`src/rtl/fax_frm_pkg.sv`:
```
package fax_frm_pkg;

   localparam int unsigned EOL_LEN = 12;

   typedef enum logic [2:0] {
      ST_IDLE,
      ST_EOL,
      ST_SKIP,
      ST_DATA,
      ST_DROP,
      ST_FILL,
      ST_PAD,
      ST_RTC
   } frm_state_e;

endpackage

```
`src/rtl/fax_eol_ser.sv`:
```
module fax_eol_ser #(
   parameter int unsigned LEN = 12
) (
   input  logic clk,
   input  logic rst_n,
   input  logic clr,
   input  logic advance,
   output logic bit_o,
   output logic last_o
);
   localparam int unsigned IDX_W = (LEN > 1) ? $clog2(LEN) : 1;
   localparam logic [IDX_W-1:0] IDX_LAST = IDX_W'(LEN - 1);

   logic [IDX_W-1:0] idx_q;

   assign last_o = (idx_q == IDX_LAST);
   assign bit_o  = last_o;

   always_ff @(posedge clk or negedge rst_n) begin
      if (!rst_n) begin
         idx_q <= '0;
      end else if (clr) begin
         idx_q <= '0;
      end else if (advance) begin
         idx_q <= last_o ? '0 : idx_q + 1'b1;
      end
   end
endmodule

```
`src/rtl/fax_line_cnt.sv`:
```
module fax_line_cnt #(
   parameter int unsigned CNT_W      = 20,
   parameter int unsigned MIN_W      = 16,
   parameter int unsigned ALIGN_BITS = 8
) (
   input  logic             clk,
   input  logic             rst_n,
   input  logic             clr,
   input  logic             inc,
   input  logic [MIN_W-1:0] target,
   output logic             reached,
   output logic             aligned
);
   localparam logic [CNT_W-1:0] CNT_MAX = '1;

   logic [CNT_W-1:0] cnt_q;

   assign reached = (cnt_q >= {{(CNT_W-MIN_W){1'b0}}, target});

   generate
      if (ALIGN_BITS <= 1) begin : g_no_align
         assign aligned = 1'b1;
      end else begin : g_align
         localparam int unsigned AL_W = $clog2(ALIGN_BITS);
         assign aligned = (cnt_q[AL_W-1:0] == '0);
      end
   endgenerate

   always_ff @(posedge clk or negedge rst_n) begin
      if (!rst_n) begin
         cnt_q <= '0;
      end else if (clr) begin
         cnt_q <= '0;
      end else if (inc && (cnt_q != CNT_MAX)) begin
         cnt_q <= cnt_q + 1'b1;
      end
   end
endmodule

```
`src/rtl/fax_rtc_ctr.sv`:
```
module fax_rtc_ctr #(
   parameter int unsigned RTC_W = 8
) (
   input  logic             clk,
   input  logic             rst_n,
   input  logic             load,
   input  logic [RTC_W-1:0] load_val,
   input  logic             dec,
   output logic             zero
);
   logic [RTC_W-1:0] left_q;

   assign zero = (left_q == '0);

   always_ff @(posedge clk or negedge rst_n) begin
      if (!rst_n) begin
         left_q <= '0;
      end else if (load) begin
         left_q <= load_val;
      end else if (dec && !zero) begin
         left_q <= left_q - 1'b1;
      end
   end
endmodule

```
`src/rtl/fax_line_framer.sv`:
```
module fax_line_framer
   import fax_frm_pkg::*;
#(
   parameter int unsigned CNT_W      = 20,
   parameter int unsigned MIN_W      = 16,
   parameter int unsigned RTC_W      = 8,
   parameter int unsigned ALIGN_BITS = 8
) (
   input  logic             clk,
   input  logic             rst_n,
   input  logic [MIN_W-1:0] cfg_min_bits,
   input  logic             cfg_skip_en,
   input  logic             cfg_pad_en,
   input  logic [RTC_W-1:0] cfg_rtc_eols,
   input  logic             line_start,
   input  logic             line_white,
   input  logic             page_end,
   output logic             cmd_ready,
   input  logic             code_valid,
   input  logic             code_bit,
   input  logic             code_last,
   output logic             code_ready,
   output logic             out_valid,
   output logic             out_bit,
   input  logic             out_ready
);
   generate
      if (CNT_W <= MIN_W) begin : g_bad_cnt
         $error("fax_line_framer: CNT_W must exceed MIN_W");
      end
      if ((ALIGN_BITS & (ALIGN_BITS - 1)) != 0) begin : g_bad_align
         $error("fax_line_framer: ALIGN_BITS must be a power of two");
      end
      if (RTC_W < 1) begin : g_bad_rtc
         $error("fax_line_framer: RTC_W must be at least 1");
      end
   endgenerate

   frm_state_e       state_q, state_d;
   logic             white_q, skip_q, pad_q;
   logic [MIN_W-1:0] target_q;

   logic accept_line, accept_page, out_fire;
   logic eol_bit, eol_last, eol_adv;
   logic reached, aligned, rtc_zero, rtc_dec;

   assign cmd_ready   = (state_q == ST_IDLE);
   assign accept_line = cmd_ready && line_start;
   assign accept_page = cmd_ready && page_end && !line_start;
   assign out_fire    = out_valid && out_ready;
   assign eol_adv     = out_fire && ((state_q == ST_EOL) || (state_q == ST_RTC));
   assign rtc_dec     = out_fire && (state_q == ST_RTC) && eol_last;

   fax_eol_ser #(.LEN(EOL_LEN)) eol_i (
      .clk     (clk),
      .rst_n   (rst_n),
      .clr     (accept_line || accept_page),
      .advance (eol_adv),
      .bit_o   (eol_bit),
      .last_o  (eol_last)
   );

   fax_line_cnt #(
      .CNT_W      (CNT_W),
      .MIN_W      (MIN_W),
      .ALIGN_BITS (ALIGN_BITS)
   ) cnt_i (
      .clk     (clk),
      .rst_n   (rst_n),
      .clr     (accept_line),
      .inc     (out_fire),
      .target  (target_q),
      .reached (reached),
      .aligned (aligned)
   );

   fax_rtc_ctr #(.RTC_W(RTC_W)) rtc_i (
      .clk      (clk),
      .rst_n    (rst_n),
      .load     (accept_page),
      .load_val (cfg_rtc_eols),
      .dec      (rtc_dec),
      .zero     (rtc_zero)
   );

   always_comb begin
      state_d    = state_q;
      out_valid  = 1'b0;
      out_bit    = 1'b0;
      code_ready = 1'b0;
      unique case (state_q)
         ST_IDLE: begin
            if (accept_line)      state_d = ST_EOL;
            else if (accept_page) state_d = ST_RTC;
         end
         ST_EOL: begin
            out_valid = 1'b1;
            out_bit   = eol_bit;
            if (out_ready && eol_last) state_d = skip_q ? ST_SKIP : ST_DATA;
         end
         ST_SKIP: begin
            out_valid = 1'b1;
            out_bit   = white_q;
            if (out_ready) state_d = white_q ? ST_DROP : ST_DATA;
         end
         ST_DATA: begin
            out_valid  = code_valid;
            out_bit    = code_bit;
            code_ready = out_ready;
            if (code_valid && out_ready && code_last) state_d = ST_FILL;
         end
         ST_DROP: begin
            code_ready = 1'b1;
            if (code_valid && code_last) state_d = ST_FILL;
         end
         ST_FILL: begin
            if (!reached) out_valid = 1'b1;
            else          state_d   = ST_PAD;
         end
         ST_PAD: begin
            if (pad_q && !aligned) out_valid = 1'b1;
            else                   state_d   = ST_IDLE;
         end
         ST_RTC: begin
            if (rtc_zero) begin
               state_d = ST_IDLE;
            end else begin
               out_valid = 1'b1;
               out_bit   = eol_bit;
            end
         end
         default: state_d = ST_IDLE;
      endcase
   end

   always_ff @(posedge clk or negedge rst_n) begin
      if (!rst_n) begin
         state_q  <= ST_IDLE;
         white_q  <= 1'b0;
         skip_q   <= 1'b0;
         pad_q    <= 1'b0;
         target_q <= '0;
      end else begin
         state_q <= state_d;
         if (accept_line) begin
            skip_q   <= cfg_skip_en;
            pad_q    <= cfg_pad_en;
            white_q  <= cfg_skip_en && line_white;
            target_q <= (cfg_skip_en && line_white) ? (cfg_min_bits >> 1) : cfg_min_bits;
         end
      end
   end
endmodule

```
`config.mk`:
```
export PLATFORM = sky130hd
export DESIGN_NAME = fax_line_framer
export DESIGN_NICKNAME = d
export VERILOG_FILES = /design/src/rtl/fax_frm_pkg.sv /design/src/rtl/fax_eol_ser.sv /design/src/rtl/fax_line_cnt.sv /design/src/rtl/fax_rtc_ctr.sv /design/src/rtl/fax_line_framer.sv
export SDC_FILE = /design/constraint.sdc
export NUM_CORES = 1
export LEC_CHECK = 0
export BUFFER_PORTS_ARGS = -buffer_cell sky130_fd_sc_hd__buf_2
export CAP_MARGIN = 20
export CORE_MARGIN = 2
export CORE_UTILIZATION = 53
export CTS_BUF_LIST = sky130_fd_sc_hd__clkbuf_4 sky130_fd_sc_hd__clkbuf_8 sky130_fd_sc_hd__clkbuf_16
export DETAILED_ROUTE_END_ITERATION = 8
export HOLD_SLACK_MARGIN = 0.06
export PLACE_DENSITY_LB_ADDON = 0.05
export SKIP_LAST_GASP = 1
export SYNTH_ARGS = -nofsm -noshare
export SYNTH_HDL_FRONTEND = slang
export SYNTH_SLANG_ARGS = --single-unit
```
`constraint.sdc`:
```
create_clock -name clk -period 3 [get_ports clk]
set_clock_uncertainty 0.2 [all_clocks]
set_input_delay 0.45 -clock clk [delete_from_list [all_inputs] [get_ports clk]]
set_output_delay 0.45 -clock clk [all_outputs]
set_load 0.01 [all_outputs]
```
==> key figures <==
Run status
  • Status: finished clean

Detailed routing
  • Routed wire length: 8.01 mm
  • DR iter-0 viols: 144
  • DRT Pass-1 Iters: 4
  • Vias per inst: 5.64
  • Routed len/inst: 15.0 µm
  • Vias: 3019
  • DRC: 0
  • Antenna Nets Post-Route: 0

Die
  • Die W: 84.6 µm
  • Die ar.: 0.00716 mm²
  • Die Y: 84.6 µm
  • Rows: 29
  • Starting Density: 54.6%
  • # IOs: 39
  • Core box area: 0.00631 mm²

Finish
  • # diodes: 0
  • Share of layout cells above drive strength 1: 20.1%
  • Finished Layout Cells: 535
  • Layout fillers: 595
  • Final nets: 513
  • Layout area overhead: 17.8%

GRT
  • Largest net degree at the start of global routing: 55
  • First-pass GRT wire length: 13.8 mm
  • Gr usage total: 23.8%
  • Total global routing overflow: 0
  • Initial antenna violation count: 0
  • Vias in the first global route: 2866

Placement
  • RD Place Congestion: 0.839
  • Inst Count DP: 523
  • DP Wirelength: 5.91 mm
  • Buffers on Ports: 38

Worst setup path
  • Crit path launch type: register
  • CP required: 2.98 ns
  • CP delay by family, top: simple AND/OR/NAND/NOR gates
  • CP Data Arrival Time: 2.89 ns
  • Worst Path Buf+Inv: 1
  • CP peak stage delay: 0.55 ns
  • Crit-path max FO: 5
  • Crit path top cell by count: or4_4
  • Crit path cell chain: or4_4 -> or4_1 -> o211a_4 -> or4_4 -> buf_4 -> mux2i_1 -> o21ai_1
  • Slowest CP cell: or4_4
  • Worst Setup End Kind: register
  • Crit Path Class: register to register

Yosys
  • Seq/Total Area, Yosys: 39.2%
  • Avg Synthesized Cell Area: 8.57 µm²
  • Main synth FF type: dfrtp_1
  • Yosys top cell area share: 39.2%
  • Synth unique cells: 51
  • Yosys warning count: 0
  • Net count after synthesis: 458
  • Top post-synthesis cells by area: dfrtp_1, ha_1, mux2i_1
  • Syn Inst Count: 402
  • Yosys top cell by area: dfrtp_1
  • Cell Area, Synth: 0.00345 mm²
  • Async SR Flop Fraction: 100%
  • EDFF count, synth: 0
  • #FFs+latches synth: 54

Pwr
  • Switching Share: 40.2%
  • Clk pwr share: 16.5%
  • Pleak: 1.96 nW
  • Switching power: 1.24 mW
  • Maximum VDD drop: 555 µV
  • Cell-internal power: 1.85 mW
  • Sequential power share: 37.9%
  • P per Cell Area: 762 mW/mm²
  • Comb pwr share: 45.7%

Timing
  • Hold Violations, Final: 0
  • Number of setup violations in the final report: 0
  • Final TNS setup: 0 ns
  • Worst hold slack: 0.0631 ns
  • Least-Margin Pin Slew: 0.820 ns
  • Min Tclk post-route: 2.91 ns
  • Unrepaired setup endpoints after global routing: yes
  • Max_slew headroom: 45.2%
  • Slew Viols, Final: 0
  • Tcrit/Tclk final: 97.0%
  • Fmax: 344 MHz

Run
  • Max cap viols: 0

Clock network
  • Sink Count: 54
  • Clock Tree Buf Depth: 2
  • Cts bufs inserted: 5
  • Clk Latency, worst-skew pair: 0.31 ns
  • CTS Hold Bufs: 0
  • CTS tree: yes
  • Clock slew seen by the registers of the worst setup and hold paths: 0.10 ns
  • Clk root buf: clkbuf_8
  • CTS H-tree lvls: 2

Hold path
  • Hold Path Class: primary input to async pin
[state kept, by name (all words and copies together) (netlist names)]
| name | count |
|---|---|
| cnt_i.cnt_q | 20 |
| target_q | 16 |
| rtc_i.left_q | 8 |
| eol_i.idx_q | 4 |
| state_q | 3 |
| pad_q | 1 |
| skip_q | 1 |
| white_q | 1 |
[placed cells by master, fill, tap and decap left out, types with 3 or more instances in the layout]
master    instances
nor2b_1           3
nand3_1          12
and2_1            6
nor2_1           27
o21ai_0          27
nand4_1           7
xnor2_1           4
dfrtp_1          54
nand3b_1          3
ha_1             19
clkbuf_8          5
inv_1            24
o31ai_1           8
mux2i_1          25
nand2_1          66
nor4_1            3
a21oi_1          23
buf_4            28
buf_2            38
or4_1             6
nand2b_1          5
nor3_1           11
[cells in the mapped netlist (3+ instances only)]
| master | n |
|---|---|
| nand3b_1 | 3 |
| inv_1 | 25 |
| or4_1 | 8 |
| nor4_1 | 3 |
| o31ai_1 | 8 |
| clkbuf_1 | 15 |
| nand4_1 | 7 |
| nand2b_1 | 5 |
| dfrtp_1 | 54 |
| nand2_1 | 66 |
| nor3b_1 | 3 |
| buf_2 | 4 |
| ha_1 | 21 |
| nor2_1 | 28 |
| nor2b_1 | 3 |
| nor3_1 | 11 |
| a21oi_1 | 23 |
| o21ai_0 | 27 |
| nand3_1 | 12 |
| xnor2_1 | 4 |
| mux2i_1 | 25 |
| o211a_1 | 3 |
| and2_1 | 6 |
[path summary, 6_finish.rpt]
check | from | to | slack (ns) | depth (start not counted)
min | rst_n | rtc_i.left_q[6]$_DFFE_PN0P_ | 0.06 | 2
min in group clk | cfg_pad_en | pad_q$_DFFE_PN0P_ | 0.14 | 3
max in group asynchronous | rst_n | pad_q$_DFFE_PN0P_ | 2.08 | 2
min reg2reg | skip_q$_DFFE_PN0P_ | skip_q$_DFFE_PN0P_ | 0.29 | 2
max reg2reg | cnt_i.cnt_q[17]$_DFFE_PN0P_ | state_q[1]$_DFFE_PN0P_ | 0.09 | 7
max | cnt_i.cnt_q[17]$_DFFE_PN0P_ | state_q[1]$_DFFE_PN0P_ | 0.09 | 7
[through the flow]
step,instance area (µm²),power (mW),util (%),setup WS (ns)
floorplan,3450,2.04,-,0.0566
global placement,3860,2.45,61.1,-0.0910
detailed placement,3860,2.49,61.1,-0.126
CTS,4000,3.04,63.3,0.0177
global route,4060,3.36,64.3,-0.0249
finish,4060,3.09,64.3,0.0896
[power groups by stage]
| stage | combinational (mW) | sequential (mW) | clock (mW) |
|---|---|---|---|
| after floorplan | 0.924 | 1.11 | 0 |
| after global placement | 1.27 | 1.18 | 0 |
| after detailed placement | 1.30 | 1.18 | 0 |
| after CTS | 1.35 | 1.17 | 0.516 |
| after global routing | 1.61 | 1.21 | 0.543 |
| final | 1.41 | 1.17 | 0.509 |
[area by class of cell]
class	instances	area (µm²)	area share (%)
Multi-Input combinational cell	304	1990	48.9
Sequential cell	54	1350	33.3
Timing Repair Buffer	67	420	10.4
Tap cell	77	96.3	2.37
Inverter	25	93.8	2.31
Clock buffer	6	76.3	1.88
Clock inverter	2	37.5	0.924
[kinds of logic (layout without fill, tap and decap cells)]
family / Yosys count / count (layout) / synth area share [%]
buffers and inverters: 44 / 100 / 4.94
adders and majority gates: 21 / 21 / 7.62
AOI/OAI and AO/OA: 83 / 83 / 15.3
xor gates and xnor gates: 6 / 6 / 1.52
muxes: 26 / 26 / 7.59
DFF: 54 / 54 / 39.2
and+or+nand+nor: 168 / 168 / 23.8
[metal layers]
metal  GRT usage (%)  wire, µm  part of all wire, %  vias up
li1                -         -                    -     1536
met1            35.1      4040                   50     1409
met2            37.5      3520                   44       63
met3            3.64       350                  4.4       11
met4            5.05       102                  1.3        0
met5               0         0                    0        -
[timing repair]
action | CTS | global route
setup endpoints to repair | 3 | 5
setup buffers | 2 | 2
gates resized for setup | 4 | 6
pin swaps | 3 | 4
Power figures use the tool's default switching activity.
